File: src/rtl/frame_seq.sv
module frame_seq #(
  parameter int CNT_W = 8
) (
  input  logic             clk,
  input  logic             rst_n,
  input  logic             div_fall,
  input  logic             div_rise,
  input  logic             pwr_wr,
  input  logic             pwr_val,
  input  logic             div_high,
  output logic             len_clk,
  output logic             sweep_clk,
  output logic             env_step,
  output logic             env_arm,
  output logic             env_fire,
  output logic             env_dec,
  output logic             sweep_sub,
  output logic             len_phase,
  output logic [CNT_W-1:0] ev_count,
  output logic [2:0]       step
);

  logic powered, skip_q, noinc_q;

  wire turn_on  = pwr_wr &  pwr_val & ~powered;
  wire turn_off = pwr_wr & ~pwr_val &  powered;
  wire live     = powered & ~pwr_wr;
  wire [CNT_W-1:0] cnt_nx = noinc_q ? ev_count : ev_count + 1'b1;

  assign len_phase = ev_count[0];

  always_ff @(posedge clk) begin
    if (!rst_n) begin
      powered   <= 1'b0;
      skip_q    <= 1'b0;
      noinc_q   <= 1'b0;
      step      <= '0;
      ev_count  <= '0;
      len_clk   <= 1'b0;
      sweep_clk <= 1'b0;
      env_step  <= 1'b0;
      env_arm   <= 1'b0;
      env_fire  <= 1'b0;
      env_dec   <= 1'b0;
      sweep_sub <= 1'b0;
    end else begin
      len_clk   <= 1'b0;
      sweep_clk <= 1'b0;
      env_step  <= 1'b0;
      env_arm   <= 1'b0;
      env_fire  <= 1'b0;
      env_dec   <= 1'b0;
      sweep_sub <= 1'b0;
      if (turn_off) begin
        powered  <= 1'b0;
        ev_count <= '0;
        skip_q   <= 1'b0;
        noinc_q  <= 1'b0;
      end else if (turn_on) begin
        powered  <= 1'b1;
        step     <= '0;
        ev_count <= CNT_W'(div_high);
        skip_q   <= div_high;
        noinc_q  <= 1'b0;
      end else if (live) begin
        if (div_rise) env_arm <= 1'b1;
        if (div_fall) begin
          if (skip_q) begin
            skip_q  <= 1'b0;
            noinc_q <= 1'b1;
          end else begin
            noinc_q   <= 1'b0;
            ev_count  <= cnt_nx;
            env_fire  <= 1'b1;
            len_clk   <= ~step[0];
            sweep_clk <= (step == 3'd2) || (step == 3'd6);
            env_step  <= (step == 3'd7);
            env_dec   <= (cnt_nx[2:0] == 3'd7);
            sweep_sub <= (cnt_nx[1:0] == 2'd3);
            step      <= step + 3'd1;
          end
        end
      end
    end
  end

  p_sweep_in_len_r2: assert property (@(posedge clk) disable iff (!rst_n)
    sweep_clk |-> len_clk);

  p_strobe_after_fall_r4: assert property (@(posedge clk) disable iff (!rst_n)
    (env_fire | len_clk | env_dec | sweep_sub | env_step) |-> $past(div_fall));

  p_arm_after_rise_r3: assert property (@(posedge clk) disable iff (!rst_n)
    env_arm |-> $past(div_rise));

  p_quiet_off_r5: assert property (@(posedge clk) disable iff (!rst_n)
    !powered |=> !(env_fire | env_arm));

  p_step_adv_r1: assert property (@(posedge clk) disable iff (!rst_n)
    env_fire |-> step == $past(step) + 3'd1);

  p_dec_sub_r9: assert property (@(posedge clk) disable iff (!rst_n)
    env_dec |-> sweep_sub);

endmodule

File: config.mk
export PLATFORM = sky130hd
export DESIGN_NAME = frame_seq
export DESIGN_NICKNAME = d
export VERILOG_FILES = /design/src/rtl/frame_seq.sv
export SDC_FILE = /design/constraint.sdc
export NUM_CORES = 1
export LEC_CHECK = 0
export BUFFER_PORTS_ARGS = -buffer_cell sky130_fd_sc_hd__buf_2
export CORE_MARGIN = 2
export CORE_UTILIZATION = 54
export CTS_CLUSTER_SIZE = 24
export DETAILED_ROUTE_END_ITERATION = 6
export HOLD_SLACK_MARGIN = 0.15
export PLACE_DENSITY_LB_ADDON = 0.08
export REMOVE_ABC_BUFFERS = 1
export SLEW_MARGIN = 20
export SYNTH_ARGS = -nofsm -noshare
export SYNTH_HDL_FRONTEND = slang
export SYNTH_SLANG_ARGS = --single-unit
File: constraint.sdc
create_clock -name clk -period 2.5 [get_ports clk]
set_input_delay 0.5 -clock clk [delete_from_list [all_inputs] [get_ports clk]]
set_output_delay 0.5 -clock clk [all_outputs]
set_load 0.005 [all_outputs]
==> impl_metrics.yaml, run 1 <==
run_status:
  status: "complete, no violations"
power_and_ir_drop:
  p_comb_frac: 0.072
  sw_frac_of_total: 0.2495
  ir_worst_vdd_mv: 0.3002
  clock_power_share: 0.301
  power.switching_mw: 0.1382
  p_leak_nw: 0.4707
  intPower_mw: 0.4156
  power_density_nw_per_um2: 488.5
  seq_power_share: 0.627
  fin_total_pwr_mw: 0.5537
floorplanning:
  start_util: 0.5754
  die_area_um2: 2199
  ios: 26
  fp-row-count: 15
  die_x_um: 46.89
  dieHeight_um: 46.89
  core_um2: 1727
clocking:
  htree_levels: 1
  post_cts_buffers: 0
  ctsLongestPathBuffers: 2
  clk_pin_slew_ns: 0.12
  cts_sinks: 21
  cts_hold_buf: 0
  clk_latency_ns: 0.30
  cts-root-buf: "clkbuf_4"
  cts_tree: "built"
  numCtsBuffers: 3
  cts_resized: 0
global_route:
  groute.usage.overall: 0.2041
  grt_first_pass_wirelength_um: 3146
  grt_pass1_vias: 696
  grt_overflow: 0
  antenna_found_initial: 0
  grt_max_degree: 16
place:
  gp_congestion: 0.7577
  place.port_buffers: 25
  dp_cells: 152
  post-place-ws_ns: 0.7981
  place_area_um2: 1106
  hpwlAfterDp_um: 1461
timing:
  setup_viol: 0
  final.setup.worst_slack_ns: 0.9519
  finalCritPeriodShare: 0.6193
  worst_pin_slew_ns: 0.6157
  setup-tns-final_ns: 0
  whs_ns: 0.4064
  hold_viol: 0
  clock.fmax_ghz: 0.6459
  slew_headroom: 0.5868
  drv_slew: 0
  period_needed_ns: 1.548
  rsz0062_at_grt: "no"
  fin_worst_skew_ns: 0.001630
critical_path:
  critPathArrivalTime_ns: 1.79
  critPathMaxFanout: 10
  cp-start-kind: "register"
  cp-end-kind: "register"
  crit_required_ns: 2.74
  setup.worst_path.class: "reg2reg"
drt:
  drc: 0
  ant_nets: 0
  wl_per_cell_um: 12.87
  vias_per_cell: 5.577
  drt-initial-drc-count: 10
  firstDrtPassIters: 4
  routed_wl_um: 2008
  num_vias: 870
final_layout:
  final_cell_mix: "buf_2, dfxtp_1, nand2_1"
  area_growth_pct: 14.11
  drive_gt1_frac: 0.2595
  fin_area_um2: 1134
  final_common_cell: "buf_2"
  diodes: 0
  utilization: 0.6565
  fin_nets: 143
  layout.cells.non_filler: 156
hold_path:
  min_path_type: "in2reg"
logic_synthesis:
  ys_seq_area_frac: 0.4232
  avgSynthCellArea_um2: 9.114
  ys_ff_latch: 21
  ys_warn_count: 0
  synth_cell_types: 38
  synth_cells: 109
  synth_area_um2: 993.5
run:
  drv_cap: 0
power groups by stage:
stage | clock (mW) | combinational (mW) | sequential (mW)
finish | 0.167 | 0.0401 | 0.347
global route | 0.184 | 0.0449 | 0.348
CTS | 0.170 | 0.0402 | 0.347
detailed placement | 0 | 0.0400 | 0.354
global placement | 0 | 0.0388 | 0.354
floorplan | 0 | 0.0222 | 0.353
sequential cells by signal, summed over array words and instances, names as in the netlist:
signal     count
sweep_sub      1
powered        1
env_fire       1
noinc_q        1
skip_q         1
len_clk        1
env_step       1
env_arm        1
ev_count       8
sweep_clk      1
step           3
env_dec        1
final timing paths:
check | slack, ns | from | endpoint | cells past startpoint
worst min-delay path | 0.41 | div_rise | env_arm | 3
worst min register to register | 0.48 | ev_count[7] | ev_count[7] | 2
worst max register to register | 0.95 | ev_count[0] | ev_count[4] | 4
worst max-delay path | 0.95 | ev_count[0] | ev_count[4] | 4
layer usage:
metal / global-route usage / vias to the layer above / share of wire
met1: 0.2830 / 404 / 0.47
met5: 0 / - / 0
li1: - / 440 / -
met4: 0.08333 / 0 / 0.012
met3: 0.03462 / 4 / 0.039
met2: 0.3151 / 22 / 0.48
cells in the mapped netlist:
| cell type | count | share of area |
|---|---|---|
| dfxtp_1 | 21 | 0.42 |
| nand2_1 | 12 | 0.045 |
| a21oi_1 | 10 | 0.050 |
| o21ai_0 | 7 | 0.035 |
| inv_1 | 6 | 0.023 |
| ha_1 | 4 | 0.050 |
| nand3_1 | 4 | 0.020 |
| nand4_1 | 4 | 0.025 |
| nor2_1 | 4 | 0.015 |
| and3_1 | 2 | 0.013 |
| buf_4 | 2 | 0.015 |
| clkbuf_1 | 2 | 0.0076 |
| nand4bb_1 | 2 | 0.023 |
| o211ai_1 | 2 | 0.015 |
| o31ai_1 | 2 | 0.015 |
| o41ai_1 | 2 | 0.018 |
| or4_1 | 2 | 0.015 |
| a211oi_1 | 1 | 0.0076 |
| a21boi_0 | 1 | 0.0076 |
| a221oi_1 | 1 | 0.0088 |
| and4b_2 | 1 | 0.011 |
| and4bb_2 | 1 | 0.013 |
| buf_2 | 1 | 0.0050 |
| buf_6 | 1 | 0.011 |
| clkbuf_2 | 1 | 0.0050 |
| mux2i_1 | 1 | 0.010 |
| nand3b_1 | 1 | 0.0076 |
| nand4b_1 | 1 | 0.0088 |
| nand4bb_4 | 1 | 0.028 |
| nor2b_1 | 1 | 0.0063 |
| nor4_1 | 1 | 0.0063 |
| nor4bb_1 | 1 | 0.010 |
| o21ai_1 | 1 | 0.0050 |
| or3_1 | 1 | 0.0063 |
| or3_2 | 1 | 0.0076 |
| or3b_2 | 1 | 0.0088 |
| xnor2_1 | 1 | 0.0088 |
| xor2_1 | 1 | 0.0088 |
final cells by class:
| type | count | area (um2) |
|---|---|---|
| fillers | 165 | 593.1 |
| repair buffers | 25 | 125.1 |
| flip-flops and latches | 21 | 420.4 |
| inverters | 6 | 22.52 |
| clock buffers | 3 | 22.52 |
| multi-input cells | 75 | 506.7 |
| clock inverters | 1 | 5.005 |
| well taps | 25 | 31.28 |
cells by family (layout without fill, tap and decap cells):
logic type	after synthesis	in the layout	share of synthesized area
simple gates	41	41	0.2695
compound gates	27	27	0.1625
flops	21	21	0.4232
buf+inv	13	35	0.06674
fa+ha+maj	4	4	0.05038
xor+xnor	2	2	0.01764
mux	1	1	0.01008
worst max-delay path, stage by stage, from the launching register on:
cell	delay (ns)
dfxtp_1	0.52
ha_1	0.27
nand4b_1	0.12
or3_2	0.42
a21oi_1	0.15
No activity file was read; power rests on OpenSTA's default activity.
==> run 2, diff against run 1 <==
- CORE_UTILIZATION: 54 -> 50
- clock period: 2.5 -> 1.43 ns (I/O delays scaled with it)
==> impl_metrics.yaml, run 2 (synthesis results as in run 1) <==
clocking:
  numCtsBuffers: 3
  cts_tree: "built"
  cts_hold_buf: 0
  cts-root-buf: "clkbuf_4"
  clk_pin_slew_ns: 0.11
  clk_latency_ns: 0.29
  htree_levels: 1
  cts_resized: 0
  ctsLongestPathBuffers: 2
  post_cts_buffers: 0
  cts_sinks: 21
final_layout:
  area_growth_pct: 21.66
  drive_gt1_frac: 0.3309
  top_register: "ev_count"
  utilization: 0.6289
  fin_nets: 151
  final_common_cell: "buf_2"
  final_cell_mix: "buf_2, dfxtp_1, nand2_1"
  diodes: 0
  num-fill-cells: 188
  top_regs: "ev_count: 8 flops, step: 3 flops"
  fin_area_um2: 1209
  largest_register_ff_count: 8
  layout.cells.non_filler: 166
floorplanning:
  dieHeight_um: 48.58
  fp-row-count: 16
  core_um2: 1922
  ios: 26
  start_util: 0.5169
  die_x_um: 48.58
  die_area_um2: 2360
run:
  drv_cap: 0
critical_path:
  cp-end-kind: "register"
  critPathMaxFanout: 10
  critPathArrivalTime_ns: 1.57
  crit_required_ns: 1.66
  cp-start-kind: "register"
  setup.worst_path.class: "reg2reg"
run_status:
  status: "complete, no violations"
place:
  hpwlAfterDp_um: 1514
  gp_congestion: 0.7888
  place_area_um2: 1169
  place.port_buffers: 25
  dp_cells: 162
timing:
  drv_slew: 0
  period_needed_ns: 1.343
  fin_worst_skew_ns: 0.0005786
  setup_viol: 0
  setup-tns-final_ns: 0
  hold_viol: 0
  rsz0062_at_grt: "no"
  clock.fmax_ghz: 0.7444
  finalCritPeriodShare: 0.9394
  slew_headroom: 0.6836
  worst_pin_slew_ns: 0.4682
global_route:
  grt_overflow: 0
  grt_max_degree: 13
  grt_pass1_vias: 803
  grt_first_pass_wirelength_um: 3422
  antenna_found_initial: 0
  groute.usage.overall: 0.1783
hold_path:
  min_path_type: "in2reg"
drt:
  num_vias: 914
  drc: 0
  drt-initial-drc-count: 16
  routed_wl_um: 1984
  vias_per_cell: 5.506
  wl_per_cell_um: 11.95
  ant_nets: 0
  firstDrtPassIters: 4
power_and_ir_drop:
  power_density_nw_per_um2: 801.0
  ir_worst_vdd_mv: 0.6530
  p_leak_nw: 0.5131
## run 2: cell count changes in the layout (fill, tap and decap cells not counted), sizes merged
cell / change
buf: +8
## run 2: critical path, cell delays in order (launching register included)
cell and delay [ns]:
dfxtp_2 0.41, nand4bb_4 0.20, or4_1 0.51, a21oi_1 0.16
## run 2: through the flow
stage	setup slack, ns	hold WS [ns]	power [mW]
finish	0.08666	0.2027	0.9682
global route	0.01101	0.1918	1.013
CTS	0.006628	0.1962	0.9777
detailed placement	0.005165	0.4592	0.7033
global placement	0.04579	0.4635	0.7008
floorplan	0.01484	0.3998	0.6560
## run 2: final timing paths
check	startpoint	to	slack, ns	cells after the start
hold reg to reg	ev_count[7]	ev_count[7]	0.47	2
setup / recovery	powered	ev_count[3]	0.09	3
setup reg to reg	powered	ev_count[3]	0.09	3
hold / removal	div_rise	env_arm	0.20	3
## run 2: report_power, final
part	internal (mW)	switching (mW)	total, mW
clock	0.104	0.173	0.277
combinational	0.0417	0.0496	0.0913
sequential	0.593	0.00756	0.600
## run 2: layout make-up
| class | instances | area (um2) | share of cell area |
|---|---|---|---|
| timing repair buffer | 33 | 185.2 | 0.1532 |
| inverter | 6 | 22.52 | 0.01863 |
| multi-input combinational | 75 | 516.7 | 0.4275 |
| clock buffer | 3 | 22.52 | 0.01863 |
| tap | 27 | 33.78 | 0.02795 |
| sequential | 21 | 422.9 | 0.3499 |
| clock inverter | 1 | 5.005 | 0.004141 |
## run 2: routing by layer
metal	global-route usage	up-vias	share of wire
li1	-	458	-
met1	0.2285	436	0.48
met2	0.3079	20	0.48
met3	0.03704	0	0.041
met4	0.04286	0	0
met5	0	-	0
==> run 3, diff against run 2 <==
- CORE_UTILIZATION: 50 -> 53
- CTS_BUF_LIST: default -> sky130_fd_sc_hd__clkbuf_8
==> impl_metrics.yaml, run 3 (synthesis results as in run 1) <==
place:
  place_area_um2: 1166
  place.port_buffers: 25
  hpwlAfterDp_um: 1521
  gp_congestion: 0.8409
global_route:
  grt_first_pass_wirelength_um: 3484
  antenna_found_initial: 0
  grt_pass1_vias: 802
  grt_overflow: 0
  grt_max_degree: 13
  groute.usage.overall: 0.2172
clocking:
  htree_levels: 1
  cts_hold_buf: 0
  clk_latency_ns: 0.26
  cts-root-buf: "clkbuf_8"
  ctsLongestPathBuffers: 2
  numCtsBuffers: 3
  cts_sinks: 21
  cts_tree: "built"
  clk_pin_slew_ns: 0.08
drt:
  drc: 0
  ant_nets: 0
  num_vias: 938
  vias_per_cell: 5.685
  drt-initial-drc-count: 22
  routed_wl_um: 2211
  firstDrtPassIters: 4
  wl_per_cell_um: 13.40
power_and_ir_drop:
  sw_frac_of_total: 0.2372
  p_comb_frac: 0.087
  clock_power_share: 0.359
  p_leak_nw: 0.5227
  power.switching_mw: 0.2579
  power_density_nw_per_um2: 877.9
  ir_worst_vdd_mv: 0.5858
  seq_power_share: 0.554
  intPower_mw: 0.8295
critical_path:
  cp-start-kind: "register"
  cp-end-kind: "register"
  setup.worst_path.class: "reg2reg"
  r2r-start: "skip_q"
  crit_start: "skip_q"
  critPathArrivalTime_ns: 1.48
  critPathMaxFanout: 6
  crit_required_ns: 1.56
final_layout:
  fin_nets: 152
  area_growth_pct: 24.69
  top_regs: "ev_count: 8 flops, step: 3 flops"
  diodes: 0
  top_register: "ev_count"
  drive_gt1_frac: 0.3357
  final_cell_mix: "buf_2, dfxtp_1, nand2_1"
  fin_area_um2: 1239
  final_common_cell: "buf_2"
  largest_register_ff_count: 8
  num-fill-cells: 140
floorplanning:
  start_util: 0.5692
  dieHeight_um: 47.30
  die_x_um: 47.30
  die_area_um2: 2237
  ios: 26
  core_um2: 1745
  fp-row-count: 15
timing:
  period_needed_ns: 1.354
  clock.fmax_ghz: 0.7384
  setup_viol: 0
  fin_worst_skew_ns: 0.004134
  slew_headroom: 0.6897
  setup-tns-final_ns: 0
  drv_slew: 0
  hold_viol: 0
  worst_pin_slew_ns: 0.4606
  rsz0062_at_grt: "no"
  finalCritPeriodShare: 0.9471
hold_path:
  min-delay-start: "div_rise"
  min_path_type: "in2reg"
run_status:
  status: "complete, no violations"
run:
  drv_cap: 0
[run 3: final cells by class]
class	count	area, um2	area share
tap	25	31.28	0.02525
multi-input combinational	76	529.3	0.4273
inverter	6	22.52	0.01818
sequential	21	424.2	0.3424
clock inverter	1	5.005	0.004040
timing repair buffer	33	185.2	0.1495
clock buffer	3	41.29	0.03333
[run 3: path summary, 6_finish.rpt]
kind | depth (start not counted) | slack [ns] | endpoint
min | 3 | 0.25 | env_arm
min reg2reg | 2 | 0.48 | ev_count[7]
max | 4 | 0.08 | ev_count[0]
max reg2reg | 4 | 0.08 | ev_count[0]
[run 3: through the flow]
stage	setup WS (ns)	total power, mW	utilization	cells	hold WS [ns]
global placement	0.04988	0.7007	0.6681	160	0.4575
global route	0.01445	1.128	0.7097	165	0.2561
finish	0.07568	1.087	0.7097	165	0.2468
detailed placement	0.03096	0.7033	0.6681	160	0.4688
floorplan	0.01484	0.6560	-	102	0.3998
CTS	0.03375	1.084	0.6946	164	0.2521
[run 3: what timing repair did]
action / in CTS / in global routing
buffers inserted: 0 / 0
endpoints found under the setup margin: 0 / 3
resized for setup: 0 / 4
[run 3: worst max-delay path, stage by stage (launching register included)]
cell and delay, ns:
dfxtp_2 0.36, nand4bb_2 0.31, buf_4 0.20, o21ai_0 0.23, o211ai_1 0.13
[run 3: routing by layer]
layer  vias up  wire length, um  GRT usage
met5         -                0          0
met3         2              134    0.02308
met1       434             1034     0.3047
li1        465                -          -
met2        37             1031     0.3486
met4         0               10    0.06667
[run 3: power by group through the flow]
stage          logic (mW)  registers, mW  clock network, mW
5_1_grt             0.105          0.604              0.419
2_1_floorplan      0.0389          0.617                  0
3_3_place_gp       0.0868          0.614                  0
3_5_place_dp       0.0892          0.614                  0
4_1_cts            0.0908          0.600              0.392
6_report           0.0946          0.602              0.390
